==> src/rtl/tmr_pkg.sv <==
`timescale 1ns/1ps
package tmr_pkg;

    localparam int ADDR_W = 3;
    localparam int NFLAG  = 3;
    localparam int F_OVF  = 0;
    localparam int F_CMPA = 1;
    localparam int F_CMPB = 2;

    typedef enum logic [1:0] {
        WAVE_NORMAL = 2'd0,
        WAVE_PHASE  = 2'd1,
        WAVE_CTC    = 2'd2,
        WAVE_FAST   = 2'd3
    } wave_e;

    typedef enum logic [1:0] {
        PIN_OFF    = 2'd0,
        PIN_TOGGLE = 2'd1,
        PIN_CLEAR  = 2'd2,
        PIN_SET    = 2'd3
    } pin_act_e;

    typedef enum logic [ADDR_W-1:0] {
        A_WAVE   = 3'd0,
        A_CLKSEL = 3'd1,
        A_COUNT  = 3'd2,
        A_CMPA   = 3'd3,
        A_CMPB   = 3'd4,
        A_FLAGS  = 3'd5,
        A_MASK   = 3'd6
    } reg_addr_e;

    typedef struct packed {
        pin_act_e act;
        wave_e    mode;
    } ctl_t;

    // bit order matches the flag register: cmpb=2, cmpa=1, ovf=0
    typedef struct packed {
        logic cmpb;
        logic cmpa;
        logic ovf;
    } flag_evt_t;

    typedef struct packed {
        logic cmpa;
        logic bottom;
        logic step_up;
    } pin_evt_t;

    function automatic logic [3:0] std_shift(input logic [2:0] sel);
        case (sel)
            3'd2:    return 4'd3;
            3'd3:    return 4'd6;
            3'd4:    return 4'd8;
            3'd5:    return 4'd10;
            default: return 4'd0;
        endcase
    endfunction

    function automatic logic std_run(input logic [2:0] sel);
        return (sel != 3'd0) && (sel <= 3'd5);
    endfunction

    function automatic logic [3:0] alt_shift(input logic [2:0] sel);
        case (sel)
            3'd2:    return 4'd3;
            3'd3:    return 4'd5;
            3'd4:    return 4'd6;
            3'd5:    return 4'd7;
            3'd6:    return 4'd8;
            3'd7:    return 4'd10;
            default: return 4'd0;
        endcase
    endfunction

    function automatic logic alt_run(input logic [2:0] sel);
        return sel != 3'd0;
    endfunction

endpackage

==> src/rtl/tmr_prescale.sv <==
`timescale 1ns/1ps
module tmr_prescale
    import tmr_pkg::*;
#(
    parameter int PRESC_W   = 10,
    parameter bit ALT_TABLE = 1'b0
)(
    input  logic       clk,
    input  logic       rst,
    input  logic [2:0] sel,
    output logic       tick
);
    localparam logic [PRESC_W-1:0] ONE = PRESC_W'(1);

    logic [PRESC_W-1:0] div_q;
    logic [PRESC_W-1:0] mask;
    logic [3:0]         shamt;
    logic               run;

    always_ff @(posedge clk) begin
        if (rst) div_q <= '0;
        else     div_q <= div_q + ONE;
    end

    generate
        if (ALT_TABLE) begin : g_alt
            always_comb begin
                run   = alt_run(sel);
                shamt = alt_shift(sel);
            end
        end else begin : g_std
            always_comb begin
                run   = std_run(sel);
                shamt = std_shift(sel);
            end
        end
    endgenerate

    assign mask = (ONE << shamt) - ONE;
    assign tick = run && ((div_q & mask) == mask);

endmodule

==> src/rtl/tmr_count_core.sv <==
`timescale 1ns/1ps
module tmr_count_core
    import tmr_pkg::*;
#(
    parameter int CW = 8
)(
    input  logic          clk,
    input  logic          rst,
    input  logic          tick,
    input  wave_e         mode,
    input  logic          cnt_wr,
    input  logic          cmpa_wr,
    input  logic          cmpb_wr,
    input  logic [CW-1:0] wr_val,
    output logic [CW-1:0] cnt_q,
    output logic [CW-1:0] cmpa_buf,
    output logic [CW-1:0] cmpb_buf,
    output flag_evt_t     fevt,
    output pin_evt_t      pevt
);
    localparam logic [CW-1:0] TOP  = '1;
    localparam logic [CW-1:0] ZERO = '0;
    localparam logic [CW-1:0] STEP = CW'(1);

    logic          dir_up_q;
    logic          supp_q;
    logic [CW-1:0] cmpa_act, cmpb_act;
    logic [CW-1:0] nxt;
    logic          step_up;
    logic          live;
    logic          pwm;
    logic          upd;
    logic [CW-1:0] cmpa_new, cmpb_new;

    assign pwm  = (mode == WAVE_FAST) || (mode == WAVE_PHASE);
    assign live = tick && !cnt_wr;

    always_comb begin
        nxt     = cnt_q + STEP;
        step_up = 1'b1;
        unique case (mode)
            WAVE_CTC: begin
                if (cnt_q == cmpa_act) nxt = ZERO;
            end
            WAVE_PHASE: begin
                if (dir_up_q) begin
                    if (cnt_q == TOP) begin
                        nxt     = cnt_q - STEP;
                        step_up = 1'b0;
                    end
                end else if (cnt_q != ZERO) begin
                    nxt     = cnt_q - STEP;
                    step_up = 1'b0;
                end
            end
            default: ;
        endcase
    end

    always_comb begin
        fevt.cmpa = live && !supp_q && (nxt == cmpa_act);
        fevt.cmpb = live && !supp_q && (nxt == cmpb_act);
        if (mode == WAVE_PHASE) fevt.ovf = live && (nxt == ZERO) && !step_up;
        else                    fevt.ovf = live && (cnt_q == TOP) && (nxt == ZERO);
        pevt.cmpa    = fevt.cmpa;
        pevt.bottom  = live && (mode == WAVE_FAST) && (cnt_q == TOP);
        pevt.step_up = step_up;
    end

    assign upd = live && (((mode == WAVE_FAST) && (cnt_q == TOP)) ||
                          ((mode == WAVE_PHASE) && (nxt == TOP)));
    assign cmpa_new = cmpa_wr ? wr_val : cmpa_buf;
    assign cmpb_new = cmpb_wr ? wr_val : cmpb_buf;

    always_ff @(posedge clk) begin
        if (rst) begin
            cnt_q    <= ZERO;
            dir_up_q <= 1'b1;
            supp_q   <= 1'b0;
            cmpa_buf <= ZERO;
            cmpb_buf <= ZERO;
            cmpa_act <= ZERO;
            cmpb_act <= ZERO;
        end else begin
            supp_q <= cnt_wr;
            if (cnt_wr)    cnt_q <= wr_val;
            else if (tick) cnt_q <= nxt;
            if (mode != WAVE_PHASE) dir_up_q <= 1'b1;
            else if (live)          dir_up_q <= step_up;
            cmpa_buf <= cmpa_new;
            cmpb_buf <= cmpb_new;
            if (!pwm || upd) begin
                cmpa_act <= cmpa_new;
                cmpb_act <= cmpb_new;
            end
        end
    end

    AST_HOLD_WITHOUT_TICK: assert property (@(posedge clk) disable iff (rst)
        !tick && !cnt_wr |=> $stable(cnt_q));

    AST_OVF_LANDS_ZERO: assert property (@(posedge clk) disable iff (rst)
        fevt.ovf |=> cnt_q == ZERO);

    AST_PHASE_STEP_ONE: assert property (@(posedge clk) disable iff (rst)
        (mode == WAVE_PHASE) && tick && !cnt_wr |=>
        (cnt_q == $past(cnt_q) + STEP) || (cnt_q == $past(cnt_q) - STEP));

    AST_WRITE_BLOCKS_MATCH: assert property (@(posedge clk) disable iff (rst)
        cnt_wr |=> !fevt.cmpa && !fevt.cmpb);

endmodule

==> src/rtl/tmr_pin.sv <==
`timescale 1ns/1ps
module tmr_pin
    import tmr_pkg::*;
(
    input  logic     clk,
    input  logic     rst,
    input  wave_e    mode,
    input  pin_act_e act,
    input  pin_evt_t evt,
    output logic     ovr_en,
    output logic     lvl_q
);
    logic lvl_d;
    logic dual;

    assign dual   = (mode == WAVE_PHASE);
    assign ovr_en = (act != PIN_OFF);

    always_comb begin
        lvl_d = lvl_q;
        if (evt.cmpa) begin
            unique case (act)
                PIN_TOGGLE: lvl_d = !lvl_q;
                PIN_CLEAR:  lvl_d = dual ? !evt.step_up : 1'b0;
                PIN_SET:    lvl_d = dual ?  evt.step_up : 1'b1;
                default:    ;
            endcase
        end else if (evt.bottom) begin
            unique case (act)
                PIN_CLEAR: lvl_d = 1'b1;
                PIN_SET:   lvl_d = 1'b0;
                default:   ;
            endcase
        end
    end

    always_ff @(posedge clk) begin
        if (rst) lvl_q <= 1'b0;
        else     lvl_q <= lvl_d;
    end

    AST_PIN_QUIET: assert property (@(posedge clk) disable iff (rst)
        !evt.cmpa && !evt.bottom |=> $stable(lvl_q));

endmodule

==> src/rtl/tmr8_multimode.sv <==
`timescale 1ns/1ps
module tmr8_multimode
    import tmr_pkg::*;
#(
    parameter int CW        = 8,
    parameter int PRESC_W   = 10,
    parameter bit ALT_TABLE = 1'b0
)(
    input  logic              clk,
    input  logic              rst,
    input  logic              bus_wr,
    input  logic [ADDR_W-1:0] bus_addr,
    input  logic [CW-1:0]     bus_wdata,
    output logic [CW-1:0]     bus_rdata,
    input  logic              global_ie,
    input  logic [NFLAG-1:0]  irq_ack,
    output logic [NFLAG-1:0]  irq_req,
    output logic              pin_ovr_en,
    output logic              pin_level
);
    ctl_t             ctl_q;
    logic [2:0]       clk_sel_q;
    logic [NFLAG-1:0] flags_q;
    logic [NFLAG-1:0] mask_q;
    logic [NFLAG-1:0] clr;
    logic             tick;
    logic [CW-1:0]    cnt, cmpa_buf, cmpb_buf;
    flag_evt_t        fevt;
    pin_evt_t         pevt;

    function automatic logic hit(input logic wr, input logic [ADDR_W-1:0] a, input reg_addr_e r);
        return wr && (a == r);
    endfunction

    tmr_prescale #(.PRESC_W(PRESC_W), .ALT_TABLE(ALT_TABLE)) u_presc (
        .clk  (clk),
        .rst  (rst),
        .sel  (clk_sel_q),
        .tick (tick)
    );

    tmr_count_core #(.CW(CW)) u_core (
        .clk      (clk),
        .rst      (rst),
        .tick     (tick),
        .mode     (ctl_q.mode),
        .cnt_wr   (hit(bus_wr, bus_addr, A_COUNT)),
        .cmpa_wr  (hit(bus_wr, bus_addr, A_CMPA)),
        .cmpb_wr  (hit(bus_wr, bus_addr, A_CMPB)),
        .wr_val   (bus_wdata),
        .cnt_q    (cnt),
        .cmpa_buf (cmpa_buf),
        .cmpb_buf (cmpb_buf),
        .fevt     (fevt),
        .pevt     (pevt)
    );

    tmr_pin u_pin (
        .clk    (clk),
        .rst    (rst),
        .mode   (ctl_q.mode),
        .act    (ctl_q.act),
        .evt    (pevt),
        .ovr_en (pin_ovr_en),
        .lvl_q  (pin_level)
    );

    always_comb begin
        clr = irq_ack;
        if (hit(bus_wr, bus_addr, A_FLAGS)) clr = clr | bus_wdata[NFLAG-1:0];
    end

    always_ff @(posedge clk) begin
        if (rst) begin
            ctl_q     <= '{act: PIN_OFF, mode: WAVE_NORMAL};
            clk_sel_q <= 3'd0;
            flags_q   <= '0;
            mask_q    <= '0;
        end else begin
            if (hit(bus_wr, bus_addr, A_WAVE)) begin
                ctl_q.mode <= wave_e'(bus_wdata[1:0]);
                ctl_q.act  <= pin_act_e'(bus_wdata[5:4]);
            end
            if (hit(bus_wr, bus_addr, A_CLKSEL)) clk_sel_q <= bus_wdata[2:0];
            if (hit(bus_wr, bus_addr, A_MASK))   mask_q    <= bus_wdata[NFLAG-1:0];
            flags_q <= (flags_q & ~clr) | fevt;
        end
    end

    assign irq_req = flags_q & mask_q & {NFLAG{global_ie}};

    always_comb begin
        bus_rdata = '0;
        case (reg_addr_e'(bus_addr))
            A_WAVE: begin
                bus_rdata[1:0] = ctl_q.mode;
                bus_rdata[5:4] = ctl_q.act;
            end
            A_CLKSEL: bus_rdata[2:0]       = clk_sel_q;
            A_COUNT:  bus_rdata            = cnt;
            A_CMPA:   bus_rdata            = cmpa_buf;
            A_CMPB:   bus_rdata            = cmpb_buf;
            A_FLAGS:  bus_rdata[NFLAG-1:0] = flags_q;
            A_MASK:   bus_rdata[NFLAG-1:0] = mask_q;
            default:  ;
        endcase
    end

    AST_ACK_CLEARS_OVF: assert property (@(posedge clk) disable iff (rst)
        irq_ack[F_OVF] && !fevt.ovf |=> !flags_q[F_OVF]);

    AST_ACK_CLEARS_CMPA: assert property (@(posedge clk) disable iff (rst)
        irq_ack[F_CMPA] && !fevt.cmpa |=> !flags_q[F_CMPA]);

endmodule

==> config.mk <==
export PLATFORM = sky130hd
export DESIGN_NAME = tmr8_multimode
export DESIGN_NICKNAME = d
export VERILOG_FILES = /design/src/rtl/tmr_pkg.sv /design/src/rtl/tmr_prescale.sv /design/src/rtl/tmr_count_core.sv /design/src/rtl/tmr_pin.sv /design/src/rtl/tmr8_multimode.sv
export SDC_FILE = /design/constraint.sdc
export NUM_CORES = 1
export LEC_CHECK = 0
export ABC_AREA = 0
export BUFFER_PORTS_ARGS = -buffer_cell sky130_fd_sc_hd__buf_2
export CORE_MARGIN = 3
export CORE_UTILIZATION = 61
export CTS_CLUSTER_DIAMETER = 100
export DETAILED_ROUTE_END_ITERATION = 16
export HOLD_SLACK_MARGIN = 0.15
export PLACE_DENSITY = 0.86
export SETUP_SLACK_MARGIN = 0.02
export SYNTH_ARGS = -nofsm -noshare
export SYNTH_HDL_FRONTEND = slang
export SYNTH_SLANG_ARGS = --single-unit
==> constraint.sdc <==
create_clock -name clk -period 4.05 [get_ports clk]
set_clock_uncertainty 0.15 [all_clocks]
set_input_delay 1.0125 -clock clk [delete_from_list [all_inputs] [get_ports clk]]
set_output_delay 1.0125 -clock clk [all_outputs]
set_load 0.05 [all_outputs]
Yosys cells after proc, flatten, opt, wreduce, memory -nomap -nowiden
Cells that the tools add are included.

Register bits after elaboration: 66. Output and inout port bits: 13.

$add $sub $neg: 4. Magnitude comparators: 1. Equal/unequal tests: 23. Shifts and indexed selects: 1. Mux-type cells: 27. Bitwise logic cells: 7. Reductions and logical operators: 41.

Operator list (count): 2-to-1 mux 8 bit (8); equality test 8 bit (3); logical AND 1 bit (22); equality test 8 bit (second input constant) (2); case mux 4 bit (4 select lines) (1); case mux 8 bit (2 select lines) (1); equality test 3 bit (second input constant) (5); case mux 2 bit (7 select lines) (1); equality test 3 x 2 -> 1 bit (second input constant) (4); adder 10 x 1 -> 10 bit (second input constant) (1); AND 10 bit (1); equality test 10 bit (1); << shifter 1 x 4 -> 10 bit (first input constant) (1); subtractor 10 x 1 -> 10 bit (second input constant) (1); AND 3 bit (3); 2-to-1 mux 1 bit (9); nonzero test 3 bit (3); adder 8 x 1 -> 8 bit (second input constant) (1); equality test 2 bit (second input constant) (4); logical NOT 8 bit (1); case mux 2 bit (4 select lines) (1); nonzero test 8 bit (1); subtractor 8 x 1 -> 8 bit (second input constant) (1); OR 3 bit (2); 16 further kinds (26).

Longest topological paths before layout
Gate-level depths: netlist (run 1).

Word-level depth: 12. Gate-level depth with buffers: 14. Gate-level depth less buffers: 11.

Modules after synthesis
Synthesis (run 1) repeated with hierarchy kept, for this count alone.

Cell total of the unflattened synthesis: 466. Area, all modules: 4185.3 um^2.

By module, submodules not included: tmr_count_core (instances 1, cells an instance 284, area each 2622.5 um^2, seq. area each 840.8 um^2); tmr8_multimode (instances 1, cells an instance 104, area each 922.1 um^2, seq. area each 260.2 um^2); tmr_prescale (instances 1, cells an instance 67, area each 548.0 um^2, seq. area each 200.2 um^2); tmr_pin (instances 1, cells an instance 11, area each 92.6 um^2, seq. area each 20.0 um^2).

Least setup slack after synthesis (run 1)
No wires, ideal clock.

Path type: in2out. Start: input port bus_addr[1]. End: output port bus_rdata[1]. Arrival: 2.904 ns. Data required time: 2.888 ns. Slack: -0.016 ns. Stages: 6. Path buffers: 2. Cells stage by stage: clkbuf_1 -> clkbuf_1 -> mux2i_1 -> nor2_1 -> a21oi_1 -> o21ai_0.

Word-level cells in the longest chain between the ends: 2. Elaborated cells between the ends (all ways): 8. Those cells by class: eq/ne: 6; mux: 1; reduce/logical: 1.

Ends and longest elaborated chain: from (decl) (RTL line tmr8_multimode.sv:12) `input logic [ADDR_W-1:0] bus_addr,`; equality test 3 bit, or another cell as far along (RTL line tmr8_multimode.sv:94) `case (reg_addr_e'(bus_addr))`; case mux 2 bit (7 select lines) (*) (RTL line tmr8_multimode.sv:94); to (decl) (RTL line tmr8_multimode.sv:14) `output logic [CW-1:0] bus_rdata,`.

Every way passes the cells marked *; elsewhere a longest branch is shown, timed or not.

Worst setup path after layout (run 1)
Start: register u_core.cnt_q[1]. End: register u_pin.lvl_q.

Word-level cells in the longest chain between the ends: 8. Elaborated cells between the ends (all ways): 25. Those cells by class: add/sub: 2; eq/ne: 3; mux: 13; reduce/logical: 7.

Ends and longest elaborated chain: from (decl) (RTL line tmr_count_core.sv:15) `output logic [CW-1:0] cnt_q,`; from (signal assigned) (RTL line tmr_count_core.sv:86) `if (cnt_wr) cnt_q <= wr_val;`; from (signal assigned) (RTL line tmr_count_core.sv:87) `else if (tick) cnt_q <= nxt;`; adder 8 x 1 -> 8 bit, or another cell as far along (RTL line tmr_count_core.sv:39) `nxt = cnt_q + STEP;`; 2-to-1 mux 8 bit, or another cell as far along (RTL line tmr_count_core.sv:51) `end else if (cnt_q != ZERO) begin`; 2-to-1 mux 8 bit or 2-to-1 mux 1 bit (tied branches) (RTL line tmr_count_core.sv:46) `if (dir_up_q) begin`; case mux 8 bit (2 select lines) or 2-to-1 mux 1 bit (tied branches) (RTL line tmr_count_core.sv:41) `unique case (mode)`; equality test 8 bit or logical NOT 1 bit (tied branches) (RTL line tmr_count_core.sv:61, tmr_pin.sv:24); logical AND 1 bit or 2-to-1 mux 1 bit (tied branches) (RTL line tmr_count_core.sv:61, tmr_pin.sv:24); nonzero test 3 bit (no source line), or another cell as far along; AND reduction 3 bit (no source line) or 2-to-1 mux 1 bit (tied branches); to (signal assigned) (RTL line tmr_pin.sv:39) `else lvl_q <= lvl_d;`; to (decl) (RTL line tmr_pin.sv:11) `output logic lvl_q`.

Several ways; a longest one is shown, not always the timed one. A chain may end at the register's enable or synchronous reset.

==> summary.json, run 1 <==
{
  "clock_network": {
    "root_buffer": "sky130_fd_sc_hd__clkbuf_8",
    "cts_hold_buf": 0,
    "cts_repair_resize_count": 0,
    "worst_skew_pair.late_latency_ns": 0.34,
    "clock_path_buffers": 2,
    "cts_tree": "built",
    "clock_sinks": 66,
    "numCtsBuffers": 9,
    "postCtsSetupRepairBufs": 0,
    "h-tree-depth": 3,
    "clk_transition_reported_paths_ns": 0.07
  },
  "layout": {
    "non_filler_cell_area_final_um2": 4580,
    "drive_above_1_share": 0.191,
    "num-fill-cells": 526,
    "antenna_cells_inserted": 0,
    "finish.cell_count_without_fillers": 628,
    "finish.net_count": 557,
    "flow.area_growth_from_synthesis_pct": 7.52
  },
  "synthesis": {
    "synth_cells": 506,
    "most_used_flip_flop_cell_after_synthesis": "sky130_fd_sc_hd__dfxtp_1",
    "netlist.top_cell.by_area": "sky130_fd_sc_hd__dfxtp_1",
    "yosysUniqueCellTypes": 76,
    "synth-edff-count": 0,
    "postSynthNetCount": 532,
    "synthesis.yosys.warnings": 0,
    "synth_seq_area_share": 0.310,
    "yosys_register_bits": 66,
    "netlist_top_cells_area": "sky130_fd_sc_hd__dfxtp_1 31%, sky130_fd_sc_hd__nor2_1 5.7%, sky130_fd_sc_hd__nand2_1 5.2%, sky130_fd_sc_hd__mux2i_1 5.2%, sky130_fd_sc_hd__a21oi_1 4.0%",
    "netlist_area_um2": 4260,
    "post-synth-top-count-cell": "sky130_fd_sc_hd__dfxtp_1",
    "async_flop_share": 0,
    "yosys.area.top_type_share": 0.310,
    "avgSynthCellArea_um2": 8.42,
    "synth_common_cells": "66 x sky130_fd_sc_hd__dfxtp_1, 65 x sky130_fd_sc_hd__nor2_1, 59 x sky130_fd_sc_hd__nand2_1"
  },
  "floorplan": {
    "dieHeight_um": 89.6,
    "start_util": 0.649,
    "ioPinCount": 31,
    "die_x_um": 89.6,
    "core.rowCount": 29,
    "dieArea_um2": 8020,
    "placeable_core_region_um2": 6570
  },
  "outcome": {
    "run_status": "finished, final reports clean"
  },
  "worst_setup_path": {
    "worstSetupPathType": "reg2reg",
    "cell_type_of_the_slowest_stage_on_the_worst_timing_path": "sky130_fd_sc_hd__dfxtp_1",
    "worst_setup_path_end_kind": "flop",
    "cp_max_fo": 10,
    "timing.critical_path.cells": "ha_1 -> nand3_2 -> o21ai_2 -> nand2_1 -> mux2i_1 -> a221oi_1 -> o21ai_0 -> a2111oi_2 -> a41o_1 -> a21oi_1",
    "startpoint_type": "flop",
    "worstPathArrival_ns": 3.76,
    "critPathRequiredTime_ns": 4.07,
    "slowest_delay_ns": 0.61
  },
  "hold_path": {
    "worstHoldPathType": "reg2reg"
  },
  "drt": {
    "initialDrtViolationCount": 423,
    "remaining_drc_errors": 0,
    "routed_wire_length_per_instance_um": 17.9,
    "detail_route.wirelength_mm": 11.2,
    "routed-via-count": 3895,
    "detail_route.first_pass.iterations": 5,
    "detail_route.vias_per_cell": 6.20,
    "final_antenna_net_count": 0
  },
  "sta": {
    "finalSetupViolCount": 0,
    "fmax_mhz": 267,
    "grt_setup_unrepaired": "false",
    "timing.slew.headroom": 0.245,
    "report.final.hold_viol_count": 0,
    "finalCriticalPeriod_ns": 3.74,
    "setup_total_negative_slack_ns": 0,
    "worst_slew_pin_slew_ns": 1.13,
    "finalMaxSlewViolations": 0,
    "share_of_the_cycle_needed_by_the_critical_path_after_routing": 0.923
  },
  "placed_design": {
    "numPlacedInstances": 613,
    "placed_area_um2": 4400,
    "port_buffer_count": 30,
    "place.detailed.hpwl_mm": 8.26,
    "routabilityCongestion": 0.987
  },
  "global_route": {
    "globalRouteTotalUtil": 0.301,
    "first_global_vias": 3756,
    "grt_use_met1": 0.365,
    "grt_start_max_net_pins": 68,
    "globalRoute.busiestLayer": "met2",
    "number_of_antenna_violations_at_the_first_check_in_global_routing": 0,
    "grt_use_met2": 0.504,
    "grt_pass1_wl_mm": 18.5,
    "groute.layer.met3.usage": 0.0645,
    "globalRoute.totalOverflow": 0
  },
  "power_and_ir_drop": {
    "total_leakage_power_nw": 1.77,
    "vdd.ir_drop.worst_mv": 0.400,
    "pwr_density_cell_nw_per_um2": 306
  },
  "flow_run": {
    "maxCapViolCount": 0
  }
}
==> where the power goes <==
| part | switching (W) | internal [W] | leakage [nW] |
|---|---|---|---|
| Sequential | 0.0000243 | 0.000665 | 0.534 |
| Clock | 0.000253 | 0.000252 | 0.0951 |
| Combinational | 0.000129 | 0.0000805 | 1.14 |
| Total | 0.000406 | 0.000997 | 1.77 |
==> per-layer routing <==
layer / wire [µm] / up-vias
met2: 5370 / 215
met5: 0 / -
li1: - / 1826
met1: 4440 / 1812
met4: 437 / 0
met3: 978 / 42
==> cells in the final DEF, fill, tap and decap left out, types with 9 or more instances in the layout <==
cell type / netlist / layout
sky130_fd_sc_hd__clkbuf_8: 4 / 11
sky130_fd_sc_hd__dfxtp_1: 66 / 66
sky130_fd_sc_hd__inv_1: 15 / 15
sky130_fd_sc_hd__buf_4: 3 / 10
sky130_fd_sc_hd__nor2b_1: 9 / 9
sky130_fd_sc_hd__and3_1: 10 / 10
sky130_fd_sc_hd__nor2_1: 65 / 65
sky130_fd_sc_hd__nor3_1: 11 / 11
sky130_fd_sc_hd__xnor2_1: 18 / 18
sky130_fd_sc_hd__o21ai_0: 13 / 12
sky130_fd_sc_hd__mux2i_1: 22 / 22
sky130_fd_sc_hd__nand2_1: 59 / 59
sky130_fd_sc_hd__mux2_4: 10 / 10
sky130_fd_sc_hd__a21oi_1: 34 / 34
sky130_fd_sc_hd__nand3_1: 21 / 21
sky130_fd_sc_hd__xor2_1: 17 / 17
sky130_fd_sc_hd__buf_2: 2 / 30
==> flip-flops by register name (all words and copies together) (netlist names), 4 cells and up <==
| register | count |
|---|---|
| ctl_q | 4 |
| u_core.cmpb_buf | 8 |
| u_core.cmpa_act | 8 |
| u_core.cmpa_buf | 8 |
| u_core.cmpb_act | 8 |
| u_presc.div_q | 10 |
| u_core.cnt_q | 8 |
==> path summary, 6_finish.rpt <==
kind              slack (ns)                from            endpoint  depth (start not counted)
setup / recovery        0.31     u_core.cnt_q[1]         u_pin.lvl_q                         10
hold / removal          0.33  u_core.cmpb_buf[1]  u_core.cmpb_buf[1]                          2
setup reg to reg        0.31     u_core.cnt_q[1]         u_pin.lvl_q                         10
hold reg to reg         0.33  u_core.cmpb_buf[1]  u_core.cmpb_buf[1]                          2
==> worst max-delay path, delay by kind of cell (launching register included) <==
kind,cells,cell delay (ns)
multiplexers,1,0.17
adder cells (fa/ha/maj),1,0.33
AND/OR/NAND/NOR,2,0.38
AO/OA/AOI/OAI,6,1.91
flip-flops,1,0.61
==> cell type report <==
type	count	area [µm²]	area share
Sequential cell	66	1320	0.289
Clock inverter	4	27.5	0.00601
Multi-Input combinational cell	399	2680	0.586
Inverter	15	56.3	0.0123
Timing Repair Buffer	40	225	0.0492
Tap cell	93	116	0.0254
Clock buffer	11	151	0.0331
==> through the flow <==
step,hold slack [ns],worst slack (ns),utilization,power (W)
4_1_cts,0.331,0.417,0.697,0.00141
3_3_place_gp,0.319,0.476,0.670,0.000902
3_5_place_dp,0.321,0.450,0.670,0.000907
5_1_grt,0.357,0.144,0.697,0.00145
2_1_floorplan,0.298,0.0447,-,0.000852
6_report,0.327,0.311,0.697,0.00140
==> logic make-up after synthesis <==
family	after synthesis	share of synthesized area
xor gates and xnor gates	35	0.0720
muxes	41	0.116
buffers and inverters	41	0.0602
adders and majority gates	8	0.0235
AOI/OAI and AO/OA	97	0.165
DFF	66	0.310
other	1	0.000880
and+or+nand+nor	217	0.253
Note: power is estimated with default switching activity, not from simulation.
==> run 2, diff against run 1 <==
--- a/config.mk
+++ b/config.mk
@@ -8,11 +8,12 @@
 export ABC_AREA = 0
 export BUFFER_PORTS_ARGS = -buffer_cell sky130_fd_sc_hd__buf_2
 export CORE_MARGIN = 3
-export CORE_UTILIZATION = 61
+export CORE_UTILIZATION = 63
+export CTS_BUF_LIST = sky130_fd_sc_hd__clkbuf_8
 export CTS_CLUSTER_DIAMETER = 100
 export DETAILED_ROUTE_END_ITERATION = 16
 export HOLD_SLACK_MARGIN = 0.15
-export PLACE_DENSITY = 0.86
+export PLACE_DENSITY = 0.88
 export SETUP_SLACK_MARGIN = 0.02
 export SYNTH_ARGS = -nofsm -noshare
 export SYNTH_HDL_FRONTEND = slang
==> run 2 against run 1 <==
  * Combinational power is 2% lower
  * Power is 0.46% lower
  * Critical path depth unchanged
  * Count of clock-buffer cells in the layout fell by 1
  * Register-to-register slack lost 0.05 ns
  * Critical path type unchanged
  * Highest routed layer unchanged
==> summary.json, run 2 (same netlist as run 1, synthesis figures left out) <==
{
  "sta": {
    "finalCriticalPeriod": {"value": 3.79, "unit": "ns", "change": "+0.0509 ns"},
    "report.final.hold_viol_count": {"value": 0, "change": "unchanged"},
    "worst_slew_pin_slew": {"value": 1.13, "unit": "ns", "change": "+0.00242 ns"},
    "finalSetupViolCount": {"value": 0, "change": "unchanged"},
    "grt_setup_unrepaired": "false",
    "timing.slew.headroom": {"value": 0.243, "change": "-0.00162"},
    "setup_total_negative_slack": {"value": 0, "unit": "ns", "change": "unchanged"},
    "hold-worst-slack": {"value": 0.332, "unit": "ns", "change": "+0.00477 ns"},
    "worst_slack": {"value": 0.260, "unit": "ns", "change": "-0.0509 ns"},
    "fmax": {"value": 264, "unit": "MHz", "change": "-1.3%"},
    "share_of_the_cycle_needed_by_the_critical_path_after_routing": {"value": 0.936, "change": "+0.0126"},
    "finalMaxSlewViolations": {"value": 0, "change": "unchanged"}
  },
  "drt": {
    "dr_wl_met2": {"value": 5.44, "unit": "mm", "change": "+1.4%"},
    "initialDrtViolationCount": {"value": 410, "change": "-3.1%"},
    "maxUsedRoutingLayer": "met4",
    "remaining_drc_errors": {"value": 0, "change": "unchanged"},
    "wl_met1": {"value": 4.62, "unit": "mm", "change": "+4.0%"},
    "routed_wire_length_per_instance": {"value": 18.7, "unit": "µm", "change": "+4.5%"},
    "detail_route.first_pass.iterations": {"value": 5, "change": "unchanged"},
    "routed-wl-met3": {"value": 917, "unit": "µm", "change": "-6.2%"},
    "final_antenna_net_count": {"value": 0, "change": "unchanged"},
    "detail_route.wirelength": {"value": 11.4, "unit": "mm", "change": "+1.3%"},
    "detail_route.vias_per_cell": {"value": 6.44, "change": "+3.8%"},
    "routed-via-count": {"value": 3919, "change": "+0.62%"}
  },
  "worst_setup_path": {
    "timing.critical_path.cells": "ha_1 -> nand3_2 -> o21ai_2 -> nand2_1 -> mux2i_1 -> o2bb2ai_1 -> nand4_1 -> o31a_1 -> buf_4 -> mux2_4",
    "worstPathArrival": {"value": 3.88, "unit": "ns", "change": "+0.12 ns"},
    "rr_worst_depth": {"value": 10, "change": "unchanged"},
    "cp_max_fo": {"value": 16, "change": "+6"},
    "startpoint_type": "flop",
    "cell_type_of_the_slowest_stage_on_the_worst_timing_path": "sky130_fd_sc_hd__dfxtp_1",
    "slowest_delay": {"value": 0.63, "unit": "ns", "change": "+0.02 ns"},
    "critPathRequiredTime": {"value": 4.14, "unit": "ns", "change": "+0.07 ns"},
    "r2r-end": "u_core.cmpb_act[0]",
    "critical_path.reg2reg.startpoint": "u_core.cnt_q[1]",
    "register_to_register_setup_slack": {"value": 0.26, "unit": "ns", "change": "-0.05 ns"},
    "worstSetupPathType": "reg2reg",
    "worstSetupStartpoint": "u_core.cnt_q[1]",
    "worst_setup_path_end_kind": "flop"
  },
  "global_route": {
    "globalRoute.totalOverflow": {"value": 0, "change": "unchanged"},
    "grt_start_max_net_pins": {"value": 68, "change": "unchanged"},
    "first_global_vias": {"value": 3825, "change": "+1.8%"},
    "number_of_antenna_violations_at_the_first_check_in_global_routing": {"value": 0, "change": "unchanged"},
    "grt_pass1_wl": {"value": 18.9, "unit": "mm", "change": "+2.2%"},
    "globalRouteTotalUtil": {"value": 0.313, "change": "+0.0122"}
  },
  "clock_network": {
    "cts_hold_buf": {"value": 0, "change": "unchanged"},
    "worst_skew_pair.late_latency": {"value": 0.35, "unit": "ns", "change": "about the same"},
    "numCtsBuffers": {"value": 9, "change": "unchanged"},
    "h-tree-depth": {"value": 3, "change": "unchanged"},
    "postCtsSetupRepairBufs": {"value": 0, "change": "unchanged"},
    "root_buffer": "sky130_fd_sc_hd__clkbuf_8",
    "cts_tree": "built",
    "cts_repair_resize_count": {"value": 0, "change": "unchanged"},
    "clock_sinks": {"value": 66, "change": "unchanged"},
    "clock_path_buffers": {"value": 2, "change": "unchanged"},
    "clk_transition_reported_paths": {"value": 0.07, "unit": "ns", "change": "about the same"}
  },
  "layout": {
    "drive_above_1_share": {"value": 0.184, "change": "-0.00644"},
    "register_containing_the_most_flip_flops_in_the_final_layout": "u_presc.div_q",
    "finish.cell_count_without_fillers": {"value": 609, "change": "-3.0%"},
    "flow.area_growth_from_synthesis_pct": 6.35,
    "antenna_cells_inserted": {"value": 0, "change": "unchanged"},
    "finish.net_count": {"value": 553, "change": "-0.72%"},
    "final_common_cell": "sky130_fd_sc_hd__dfxtp_1",
    "layout_common_cells": "66 x sky130_fd_sc_hd__dfxtp_1, 65 x sky130_fd_sc_hd__nor2_1, 59 x sky130_fd_sc_hd__nand2_1",
    "non_filler_cell_area_final": {"value": 4530, "unit": "µm²", "change": "-1.1%"},
    "largest_register_ff_count": {"value": 10, "change": "unchanged"},
    "num-fill-cells": {"value": 495, "change": "-5.9%"}
  },
  "floorplan": {
    "die_x": {"value": 88.2, "unit": "µm", "change": "-1.5%"},
    "placeable_core_region": {"value": 6460, "unit": "µm²", "change": "-1.7%"},
    "ioPinCount": {"value": 31, "change": "unchanged"},
    "core.rowCount": {"value": 29, "change": "unchanged"},
    "dieArea": {"value": 7780, "unit": "µm²", "change": "-3.0%"},
    "dieHeight": {"value": 88.2, "unit": "µm", "change": "-1.5%"},
    "start_util": {"value": 0.659, "change": "+0.0109"}
  },
  "hold_path": {
    "min_to": "u_core.cmpa_buf[5]",
    "worst_hold_path.num_cells": {"value": 2, "change": "unchanged"},
    "hold_path_startpoint": "u_core.cmpa_buf[5]",
    "worstHoldPathType": "reg2reg"
  },
  "outcome": {
    "run_status": "finished, final reports clean"
  },
  "power_and_ir_drop": {
    "vdd.ir_drop.worst": {"value": 0.277, "unit": "mV", "change": "-31%"},
    "pwr_density_cell": {"value": 308, "unit": "nW/µm²", "change": "+0.64%"},
    "total_leakage_power": {"value": 1.75, "unit": "nW", "change": "-1.4%"}
  },
  "placed_design": {
    "numPlacedInstances": {"value": 593, "change": "-3.3%"},
    "placed_area": {"value": 4350, "unit": "µm²", "change": "-1.1%"},
    "place.detailed.hpwl": {"value": 8.34, "unit": "mm", "change": "+0.98%"},
    "place_ws": {"value": 0.424, "unit": "ns", "change": "-0.0260 ns"},
    "routabilityCongestion": {"value": 0.940, "change": "-4.7%"},
    "port_buffer_count": {"value": 30, "change": "unchanged"}
  },
  "flow_run": {
    "maxCapViolCount": {"value": 0, "change": "unchanged"}
  }
}
[run 2: changes by cell type in the layout (fill, tap and decap cells not counted)]
cell                         previous run  this run
sky130_fd_sc_hd__inv_6                  0         1
sky130_fd_sc_hd__buf_4                 10         6
sky130_fd_sc_hd__clkinvlp_4             0         2
sky130_fd_sc_hd__clkinv_2               2         1
sky130_fd_sc_hd__inv_1                 15        16
sky130_fd_sc_hd__clkbuf_8              11        10
sky130_fd_sc_hd__clkinv_4               2         1
[run 2: how the worst max path moves through the flow]
stage / endpoint / slack (ns) / cells past startpoint
after floorplan: bus_rdata[3] / 0.04 / 4
after global placement: u_core.cmpa_act[2] / 0.39 / 11
after detailed placement: u_core.cmpb_act[0] / 0.42 / 10
after CTS: u_core.cmpa_act[5] / 0.43 / 10
after global routing: u_core.cmpa_act[7] / 0.07 / 11
final: u_core.cmpb_act[0] / 0.26 / 10
[run 2: metal layers]
layer  track usage  vias up
met1         0.401     1857
met5             0        -
met2         0.521      200
met3        0.0624       39
met4         0.121        0
li1              -     1823
[run 2: per-stage QoR]
step	util	power [W]
2_1_floorplan	-	0.000852
3_3_place_gp	0.674	0.000898
3_5_place_dp	0.674	0.000904
4_1_cts	0.701	0.00140
5_1_grt	0.701	0.00145
6_report	0.701	0.00140
[run 2: cell type report]
| class | count | area (µm²) | area share |
|---|---|---|---|
| well taps | 77 | 96.3 | 0.0213 |
| clock buffers | 10 | 138 | 0.0304 |
| clock inverters | 6 | 41.3 | 0.00912 |
| flip-flops and latches | 66 | 1320 | 0.292 |
| multi-input cells | 399 | 2680 | 0.592 |
| inverters | 15 | 56.3 | 0.0124 |
| repair buffers | 36 | 195 | 0.0431 |
[run 2: power breakdown]
| part | total [W] | switching (W) | internal [W] |
|---|---|---|---|
| Sequential | 0.000692 | 0.0000271 | 0.000664 |
| Combinational | 0.000205 | 0.000126 | 0.0000782 |
| Clock | 0.000500 | 0.000262 | 0.000238 |
| Total | 0.00140 | 0.000415 | 0.000981 |
[run 2: worst max-delay path: cells and delay by family, from the launching register on]
kind | cells | cell delay (ns)
flip-flops | 1 | 0.63
adder cells (fa/ha/maj) | 1 | 0.34
AO/OA/AOI/OAI | 3 | 1.29
AND/OR/NAND/NOR | 3 | 0.55
buffers and inverters | 1 | 0.23
multiplexers | 2 | 0.49
